$ cat src/rtl/acc_cpu_pkg.sv
package acc_cpu_pkg;

    localparam int unsigned OP_W = 3;

    // Bit positions inside the operand field of OPR and IOT words
    localparam int unsigned MB_CLR  = 7;
    localparam int unsigned MB_CMP  = 6;
    localparam int unsigned MB_INC  = 5;
    localparam int unsigned MB_SEND = 1;
    localparam int unsigned MB_LOAD = 0;

    typedef enum logic [OP_W-1:0] {
        OP_AND = 3'd0,
        OP_TAD = 3'd1,
        OP_ISZ = 3'd2,
        OP_DCA = 3'd3,
        OP_JMS = 3'd4,
        OP_JMP = 3'd5,
        OP_IOT = 3'd6,
        OP_OPR = 3'd7
    } opcode_e;

    typedef enum logic [1:0] {
        ST_FETCH  = 2'd0,
        ST_DECODE = 2'd1,
        ST_EXEC   = 2'd2,
        ST_HALT   = 2'd3
    } state_e;

endpackage

$ cat src/rtl/acc_decode.sv
module acc_decode
    import acc_cpu_pkg::*;
#(
    parameter int unsigned WORD_W = 12,
    parameter int unsigned ADDR_W = 9
) (
    input  logic [WORD_W-1:0] word,
    output opcode_e           op,
    output logic [ADDR_W-1:0] operand,
    output logic              is_halt,
    output logic              uop_clr,
    output logic              uop_cmp,
    output logic              uop_inc,
    output logic              io_load,
    output logic              io_send
);

    localparam logic [ADDR_W-1:0] HALT_CODE = ADDR_W'(1);

    always_comb begin
        op      = opcode_e'(word[WORD_W-1 -: OP_W]);
        operand = word[ADDR_W-1:0];
        is_halt = (op == OP_OPR) && (operand == HALT_CODE);
        uop_clr = operand[MB_CLR];
        uop_cmp = operand[MB_CMP];
        uop_inc = operand[MB_INC];
        io_load = operand[MB_LOAD];
        io_send = operand[MB_SEND];
    end

endmodule

$ cat src/rtl/acc_alu.sv
module acc_alu
    import acc_cpu_pkg::*;
#(
    parameter int unsigned WORD_W = 12
) (
    input  opcode_e           op,
    input  logic [WORD_W-1:0] acc,
    input  logic [WORD_W-1:0] mdata,
    input  logic              uop_clr,
    input  logic              uop_cmp,
    input  logic              uop_inc,
    output logic [WORD_W-1:0] result,
    output logic [WORD_W-1:0] mem_inc,
    output logic              mem_inc_zero
);

    logic [WORD_W-1:0] stage_clr;
    logic [WORD_W-1:0] stage_cmp;
    logic [WORD_W-1:0] stage_inc;

    always_comb begin
        // Micro-operation chain: clear, then complement, then increment
        stage_clr = uop_clr ? '0 : acc;
        stage_cmp = uop_cmp ? ~stage_clr : stage_clr;
        stage_inc = uop_inc ? stage_cmp + 1'b1 : stage_cmp;

        mem_inc      = mdata + 1'b1;
        mem_inc_zero = (mem_inc == '0);

        unique case (op)
            OP_AND:  result = acc & mdata;
            OP_TAD:  result = acc + mdata;
            OP_OPR:  result = stage_inc;
            default: result = acc;
        endcase
    end

endmodule

$ cat src/rtl/acc_cpu.sv
module acc_cpu
    import acc_cpu_pkg::*;
#(
    parameter int unsigned WORD_W = 12,
    parameter int unsigned ADDR_W = 9
) (
    input  logic              clk,
    input  logic              rst_n,
    output logic [ADDR_W-1:0] mem_addr,
    output logic              mem_we,
    output logic [WORD_W-1:0] mem_wdata,
    input  logic [WORD_W-1:0] mem_rdata,
    output logic              io_strobe,
    input  logic [WORD_W-1:0] io_din,
    output logic [WORD_W-1:0] io_dout,
    output logic              halted
);

    typedef struct packed {
        state_e            st;
        logic [ADDR_W-1:0] pc;
        logic [WORD_W-1:0] ac;
        logic [WORD_W-1:0] ir;
        logic [WORD_W-1:0] io_out;
    } regs_t;

    regs_t r_q, r_d;

    // Decoder: fresh read data during decode, latched word afterwards
    logic [WORD_W-1:0] dec_word;
    opcode_e           dec_op;
    logic [ADDR_W-1:0] dec_operand;
    logic              dec_halt;
    logic              dec_clr, dec_cmp, dec_inc;
    logic              dec_load, dec_send;

    assign dec_word = (r_q.st == ST_DECODE) ? mem_rdata : r_q.ir;

    acc_decode #(.WORD_W(WORD_W), .ADDR_W(ADDR_W)) u_decode (
        .word    (dec_word),
        .op      (dec_op),
        .operand (dec_operand),
        .is_halt (dec_halt),
        .uop_clr (dec_clr),
        .uop_cmp (dec_cmp),
        .uop_inc (dec_inc),
        .io_load (dec_load),
        .io_send (dec_send)
    );

    logic [WORD_W-1:0] alu_result;
    logic [WORD_W-1:0] alu_mem_inc;
    logic              alu_inc_zero;

    acc_alu #(.WORD_W(WORD_W)) u_alu (
        .op           (dec_op),
        .acc          (r_q.ac),
        .mdata        (mem_rdata),
        .uop_clr      (dec_clr),
        .uop_cmp      (dec_cmp),
        .uop_inc      (dec_inc),
        .result       (alu_result),
        .mem_inc      (alu_mem_inc),
        .mem_inc_zero (alu_inc_zero)
    );

    logic [ADDR_W-1:0] pc_next;
    assign pc_next = r_q.pc + 1'b1;

    always_comb begin
        r_d       = r_q;
        mem_addr  = r_q.pc;
        mem_we    = 1'b0;
        mem_wdata = '0;
        io_strobe = 1'b0;

        unique case (r_q.st)
            ST_FETCH: begin
                r_d.st = ST_DECODE;
            end

            ST_DECODE: begin
                r_d.ir = mem_rdata;
                r_d.st = ST_FETCH;
                unique case (dec_op)
                    OP_AND, OP_TAD, OP_ISZ: begin
                        mem_addr = dec_operand;
                        r_d.st   = ST_EXEC;
                    end
                    OP_DCA: begin
                        mem_addr  = dec_operand;
                        mem_we    = 1'b1;
                        mem_wdata = r_q.ac;
                        r_d.ac    = '0;
                        r_d.pc    = pc_next;
                    end
                    OP_JMS: begin
                        mem_addr  = dec_operand;
                        mem_we    = 1'b1;
                        mem_wdata = WORD_W'(pc_next);
                        r_d.pc    = dec_operand + 1'b1;
                    end
                    OP_JMP: begin
                        r_d.pc = dec_operand;
                    end
                    OP_IOT: begin
                        io_strobe = 1'b1;
                        if (dec_send) r_d.io_out = r_q.ac;
                        if (dec_load) r_d.ac = io_din;
                        r_d.pc = pc_next;
                    end
                    default: begin
                        if (dec_halt) begin
                            r_d.st = ST_HALT;
                        end else begin
                            r_d.ac = alu_result;
                            r_d.pc = pc_next;
                        end
                    end
                endcase
            end

            ST_EXEC: begin
                r_d.st = ST_FETCH;
                r_d.pc = pc_next;
                if (dec_op == OP_ISZ) begin
                    mem_addr  = dec_operand;
                    mem_we    = 1'b1;
                    mem_wdata = alu_mem_inc;
                    if (alu_inc_zero) r_d.pc = r_q.pc + ADDR_W'(2);
                end else begin
                    r_d.ac = alu_result;
                end
            end

            default: begin
                r_d.st = ST_HALT;
            end
        endcase
    end

    always_ff @(posedge clk or negedge rst_n) begin
        if (!rst_n) begin
            r_q <= '{st: ST_FETCH, pc: '0, ac: '0, ir: '0, io_out: '0};
        end else begin
            r_q <= r_d;
        end
    end

    assign io_dout = r_q.io_out;
    assign halted  = (r_q.st == ST_HALT);

    // Plain views of the state for the bound checker
    state_e            state_q;
    logic [ADDR_W-1:0] pc_q;
    logic [WORD_W-1:0] ac_q;
    assign state_q = r_q.st;
    assign pc_q    = r_q.pc;
    assign ac_q    = r_q.ac;

endmodule

$ cat config.mk
export PLATFORM = sky130hd
export DESIGN_NAME = acc_cpu
export DESIGN_NICKNAME = d
export VERILOG_FILES = /design/src/rtl/acc_cpu_pkg.sv /design/src/rtl/acc_decode.sv /design/src/rtl/acc_alu.sv /design/src/rtl/acc_cpu.sv
export SDC_FILE = /design/constraint.sdc
export NUM_CORES = 1
export LEC_CHECK = 0
export BUFFER_PORTS_ARGS = -buffer_cell sky130_fd_sc_hd__buf_4
export CORE_ASPECT_RATIO = 0.5
export CORE_MARGIN = 8
export CORE_UTILIZATION = 50
export CTS_CLUSTER_DIAMETER = 100
export CTS_CLUSTER_SIZE = 14
export DETAILED_ROUTE_END_ITERATION = 8
export PLACE_DENSITY = 0.7
export SLEW_MARGIN = 15
export SYNTH_ARGS = -nofsm -noshare
export SYNTH_HDL_FRONTEND = slang
export SYNTH_HIERARCHICAL = 1
export SYNTH_SLANG_ARGS = --single-unit
$ cat constraint.sdc
create_clock -name clk -period 6 [get_ports clk]
set_clock_uncertainty 0.2 [all_clocks]
set_input_delay 1.2 -clock clk [delete_from_list [all_inputs] [get_ports clk]]
set_output_delay 1.2 -clock clk [all_outputs]
set_load 0.005 [all_outputs]
# --- Word-level counts from Yosys, hierarchy flattened ---
# Index checks and enable logic that the tools add are counted.
totals:
  reg_bits: 47
  latchBits: 0
  rom_bits: 0
  ramBits: 0
  elab_cells: 71
  input_bits: 26
  memories: 0
op_classes:
  reduce_logical: 14
  mul: 0
  eq_ne: 17
  n_addsub: 6
  bitwise_logic: 2
  shifts: 0
  div: 0
  order_cmp: 0
  mux: 27
op_table:
  columns: ["op", "count"]
  rows:
  - ["$mux 12", 7]
  - ["$pmux 12 s3", 2]
  - ["$pmux 12 s2", 2]
  - ["$pmux 21 s2", 1]
  - ["$mux 9", 4]
  - ["$pmux 9 s4", 1]
  - ["$add 12x1->12 const B", 2]
  - ["$mux 21", 1]
  - ["$add 9x1->9 const B", 2]
  - ["$pmux 9 s2", 1]
  - ["$add 12x12->12", 1]
  - ["$and 12x12->12", 1]
  - ["$eq 3x3->1 const B", 4]
  - ["$logic_not 12->1", 1]
  - ["$not 12->12", 1]
  - ["$reduce_or 5->1", 2]
  - ["$add 9x2->9 const B", 1]
  - ["$eq 9x1->1 const B", 1]
  - ["$eq 3x2->1 const B", 2]
  - ["$ne 2x2->1 const B", 3]
  - ["$pmux 2 s3", 1]
  - ["$reduce_and 3->1", 2]
  - ["$ne 5x3->1 const B", 1]
  - ["$reduce_and 5->1", 1]
  - ["16 further kinds", 21]

# --- Logic depth before layout (Yosys ltp) ---
depth:
  word_depth: 11
  depth_mapped: 19
  mapped_depth_nobuf: 14

# --- Hierarchy ---
# The synthesis kept the hierarchy.
modules_own_cells:
  columns: ["mod", "area_per_inst_um2", "cells_per_inst", "seq_area_each_um2", "instances"]
  rows:
  - ["acc_cpu", 3178.0, 316, 1176.1, 1]
  - ["acc_alu", 1754.2, 256, 0.0, 1]
  - ["acc_decode", 160.2, 21, 0.0, 1]

# --- Least setup slack after synthesis ---
# OpenSTA, ideal clock, no wires.
synth_timing:
  path_kind: "reg-to-output"
  from: "register r_q (netlist bit state_q[1])"
  to: "output port mem_wdata[4]"
  setup_slack_ns: 1.636
  t_arrival_ns: 2.964
  stages_incl_launch_ff: 14
  path_cell_list: "dfrtp_1 inv_1 ha_1 clkbuf_1 buf_1 mux2_2 buf_4 buf_2 buf_2 nor2_1 and3_1 clkbuf_1 a22oi_1 a21boi_0"
synth_via:
  elab_chain_cells: 5
  elab_cells_between_ends: 9
synth_lines:
  columns: ["element", "line_no", "source"]
  rows:
  - ["start, declared", "acc_cpu.sv:27", "regs_t r_q, r_d;"]
  - ["start signal, assigned", "acc_cpu.sv:144", "r_q <= '{st: ST_FETCH, pc: '0, ac: '0, ir: '0, io_out: '0};"]
  - ["start signal, assigned", "acc_cpu.sv:146", "r_q <= r_d;"]
  - ["$eq 2x1->1 *", "acc_cpu.sv:37", "assign dec_word = (r_q.st == ST_DECODE) ? mem_rdata : r_q.ir;"]
  - ["$mux 12 *", "acc_cpu.sv:37", null]
  - ["named net dec_word[9]", "acc_cpu.sv:30", "logic [WORD_W-1:0] dec_word;"]
  - ["$eq 3x3->1, or another cell as far along", "acc_cpu.sv:85", "unique case (dec_op)"]
  - ["$pmux 12 s2 or $mux 12 (tied branches)", "acc_cpu.sv:85, acc_cpu.sv:126", null]
  - ["$pmux 12 s2 *", "acc_cpu.sv:77", "unique case (r_q.st)"]
  - ["end, declared", "acc_cpu.sv:11", "output logic [WORD_W-1:0] mem_wdata,"]
# Mark *: on every way through the listed nets, which the timed path passes. The rest lies on a longest branch.

# --- Worst setup path after layout ---
layout_timing:
  from: "input port mem_rdata[9]"
  to: "output port mem_wdata[4]"
layout_via:
  elab_chain_cells: 4
  elab_cells_between_ends: 7
layout_lines:
  columns: ["element", "line_no", "source"]
  rows:
  - ["start, declared", "acc_cpu.sv:12", "input logic [WORD_W-1:0] mem_rdata,"]
  - ["$mux 12 *", "acc_cpu.sv:37", null]
  - ["named net dec_word[9]", "acc_cpu.sv:30", null]
  - ["$eq 3x3->1, or another cell as far along", "acc_cpu.sv:85", null]
  - ["$pmux 12 s2 or $mux 12 (tied branches)", "acc_cpu.sv:85, acc_cpu.sv:126", null]
  - ["$pmux 12 s2 *", "acc_cpu.sv:77", null]
# Marks and branches as above.

==> flow_summary.json <==
{
  "status": "finished clean",
  "grt.overflow.total": 0,
  "worst_skew_pair.late_latency_ns": 0.30,
  "grt_pass1_vias": 4157,
  "hpwl_um": 10500,
  "track_usage_pct": 20.3,
  "syn_nets": 641,
  "yosysWarnings": 6,
  "setup-violations-final": 0,
  "layout_common_cells": "buf_4, dfrtp_1, mux2_2, nor2_1, nand2_1",
  "async_flop_share_pct": 100,
  "syn_avg_cell_area_sq_um": 8.59,
  "crit_path_cell_trace": "buf_4 -> mux2_2 -> nand3_1 -> nor2_1 -> a22oi_1 -> a21boi_0 -> buf_4",
  "utilization_pct": 54.5,
  "ys.flop_type": "dfrtp_1",
  "post-route-period-util_pct": 78.3,
  "post-cts-setup-buffers": 0,
  "cts_buffers": 5,
  "slew_violations": 0,
  "r2r_slack_ns": 1.67,
  "tns_ns": 0,
  "synth_mux_area_share_pct": 11.4,
  "io_pins": 62,
  "fin_cells": 736,
  "fp-row-count": 26,
  "port_buffers": 61,
  "die_y_um": 87.4,
  "clockBufferDepth": 2,
  "cap_violations": 0,
  "place.gp.congestion": 0.892,
  "ant_nets": 0,
  "arrival_ns": 3.30,
  "clock-sinks": 47,
  "startpoint_type": "input pin",
  "wire_per_inst_um": 19.8,
  "finalCriticalPeriod_ns": 4.70,
  "hold_class": "reg2reg",
  "cts_tree": "yes",
  "max_freq_ghz": 0.213,
  "hold_buffers": 0,
  "crit_type": "in2out",
  "grt_pass1_wl_um": 22700,
  "synth_edf_count": 0,
  "die_area_sq_um": 13900,
  "drtIter0Drc": 546,
  "clk_pin_slew_ns": 0.06,
  "worstMarginPinSlew_ns": 0.887,
  "vias": 4654,
  "area_delta_synth_final_pct": 7.64,
  "hold_viol": 0,
  "fin_nets": 643,
  "cts_resized": 0,
  "synthCells": 593,
  "yosys.area_share.simple_pct": 18.9,
  "max_slew_margin_pct": 40.0,
  "rsz0062_at_grt": "no",
  "ys_seq_elements": 47,
  "cts_root_buf": "clkbuf_16",
  "powerDensity_nw_per_um2": 650,
  "drt_pass1_iterations": 5,
  "cpMaxStageDelayCell": "nor2_1",
  "final_common_cell": "buf_4",
  "antennaDiodeCount": 0,
  "core_region_area_sq_um": 10100,
  "cp.required_ns": 4.60,
  "critPathMaxFanout": 33,
  "synth_seq_area_share_pct": 23.1,
  "synth_top_family_by_area": "compound AO/OA/AOI/OAI gates",
  "syn_area_sq_um": 5090,
  "p_leak_nw": 2.27,
  "wirelength_um": 14500,
  "grt_max_degree": 48,
  "via_per_inst": 6.32,
  "initial_utilization_pct": 50.7,
  "worst_path_largest_cell_delay_ns": 0.64,
  "peakVddDrop_mv": 0.258,
  "drive_above_1_share_pct": 20.3,
  "cp-end-kind": "output pin",
  "yosys.cell_types.count": 70,
  "yosys.area_share.xor_xnor_pct": 8.43,
  "synth-compound-area-share_pct": 23.2,
  "chipWidth_um": 159,
  "h-tree-depth": 2,
  "route.detailed.drc": 0,
  "path_common_cell": "buf_4",
  "synthAdderAreaFrac_pct": 5.55,
  "dp.cells": 728,
  "antenna_found_initial": 0
}
kinds of logic after synthesis:
group | Yosys count
xor+xnor | 49
buf+inv | 86
fa+ha+maj | 22
compound gates | 164
flops | 47
simple gates | 172
mux | 53
stage by stage:
stage	instance area (sq um)	power [mW]	worst slack [ns]	hold WS (ns)
6_report	5480	3.57	1.30	0.301
4_1_cts	5480	3.54	1.34	0.301
5_1_grt	5480	3.83	1.11	0.318
3_5_place_dp	5330	3.23	1.32	0.287
3_3_place_gp	5330	3.19	1.29	0.276
2_1_floorplan	5090	2.72	1.64	0.265
path summary, 6_finish.rpt:
path                                     endpoint  cells after the start                    from
setup / recovery                     mem_wdata[4]                      7            mem_rdata[9]
max in group asynchronous  io_dout[8]$_DFFE_PN0P_                      1                   rst_n
hold / removal             io_dout[7]$_DFFE_PN0P_                      1  io_dout[7]$_DFFE_PN0P_
setup reg to reg              ac_q[4]$_DFFE_PN0P_                     15    state_q[1]$_DFF_PN0_
min in group asynchronous  io_dout[3]$_DFFE_PN0P_                      1                   rst_n
hold reg to reg            io_dout[7]$_DFFE_PN0P_                      1  io_dout[7]$_DFFE_PN0P_
synthesized netlist by cell type (all sizes together), types with 7 or more instances:
cell type   n  area (sq um)
a211oi     10          75.1
a21oi      26           130
a222oi      8          80.1
a22o       21           184
a22oi      12          90.1
and2        7          43.8
and3        8          50.1
buf        52           353
clkbuf     16          61.3
dfrtp      47          1180
ha         21           263
inv        17          63.8
mux2       39           439
mux2i      14           140
nand2      33           124
nand2b     10          62.6
nand3      21           105
nor2       34           128
nor2b      19           119
nor3        9          50.1
o21ai      32           160
xnor2      30           263
xor2       19           166
flip-flops by register name (all words and copies together) (netlist names):
signal	cells
state_q	2
io_dout	12
pc_q	9
ac_q	12
r_q	12
critical path, delay by kind of cell:
kind	cells	cell delay [ns]
and+or+nand+nor	2	0.77
muxes	1	0.58
AOI/OAI and AO/OA	2	0.46
buffers and inverters	2	0.28
report_power, final:
| part | internal (mW) | total [mW] | switching (mW) |
|---|---|---|---|
| logic | 1.15 | 2.56 | 1.40 |
| clock network | 0.167 | 0.300 | 0.133 |
| registers | 0.471 | 0.709 | 0.238 |
area by class of cell:
| class | count | area (sq um) |
|---|---|---|
| Multi-Input combinational cell | 460 | 3430 |
| Clock buffer | 6 | 139 |
| Timing Repair Buffer | 63 | 473 |
| Sequential cell | 47 | 1180 |
| Fill cell | 956 | 4570 |
| Inverter | 18 | 67.6 |
| Clock inverter | 2 | 16.3 |
| Tap cell | 140 | 175 |
metal layers:
layer | vias to the layer above | track usage (%) | share of wire (%)
met5 | - | 0 | 0
met3 | 18 | 3.40 | 6.5
li1 | 2176 | - | -
met1 | 2267 | 28.1 | 47
met2 | 193 | 32.2 | 46
met4 | 0 | 5.06 | 1.3
(Power assumes the default switching activity.)
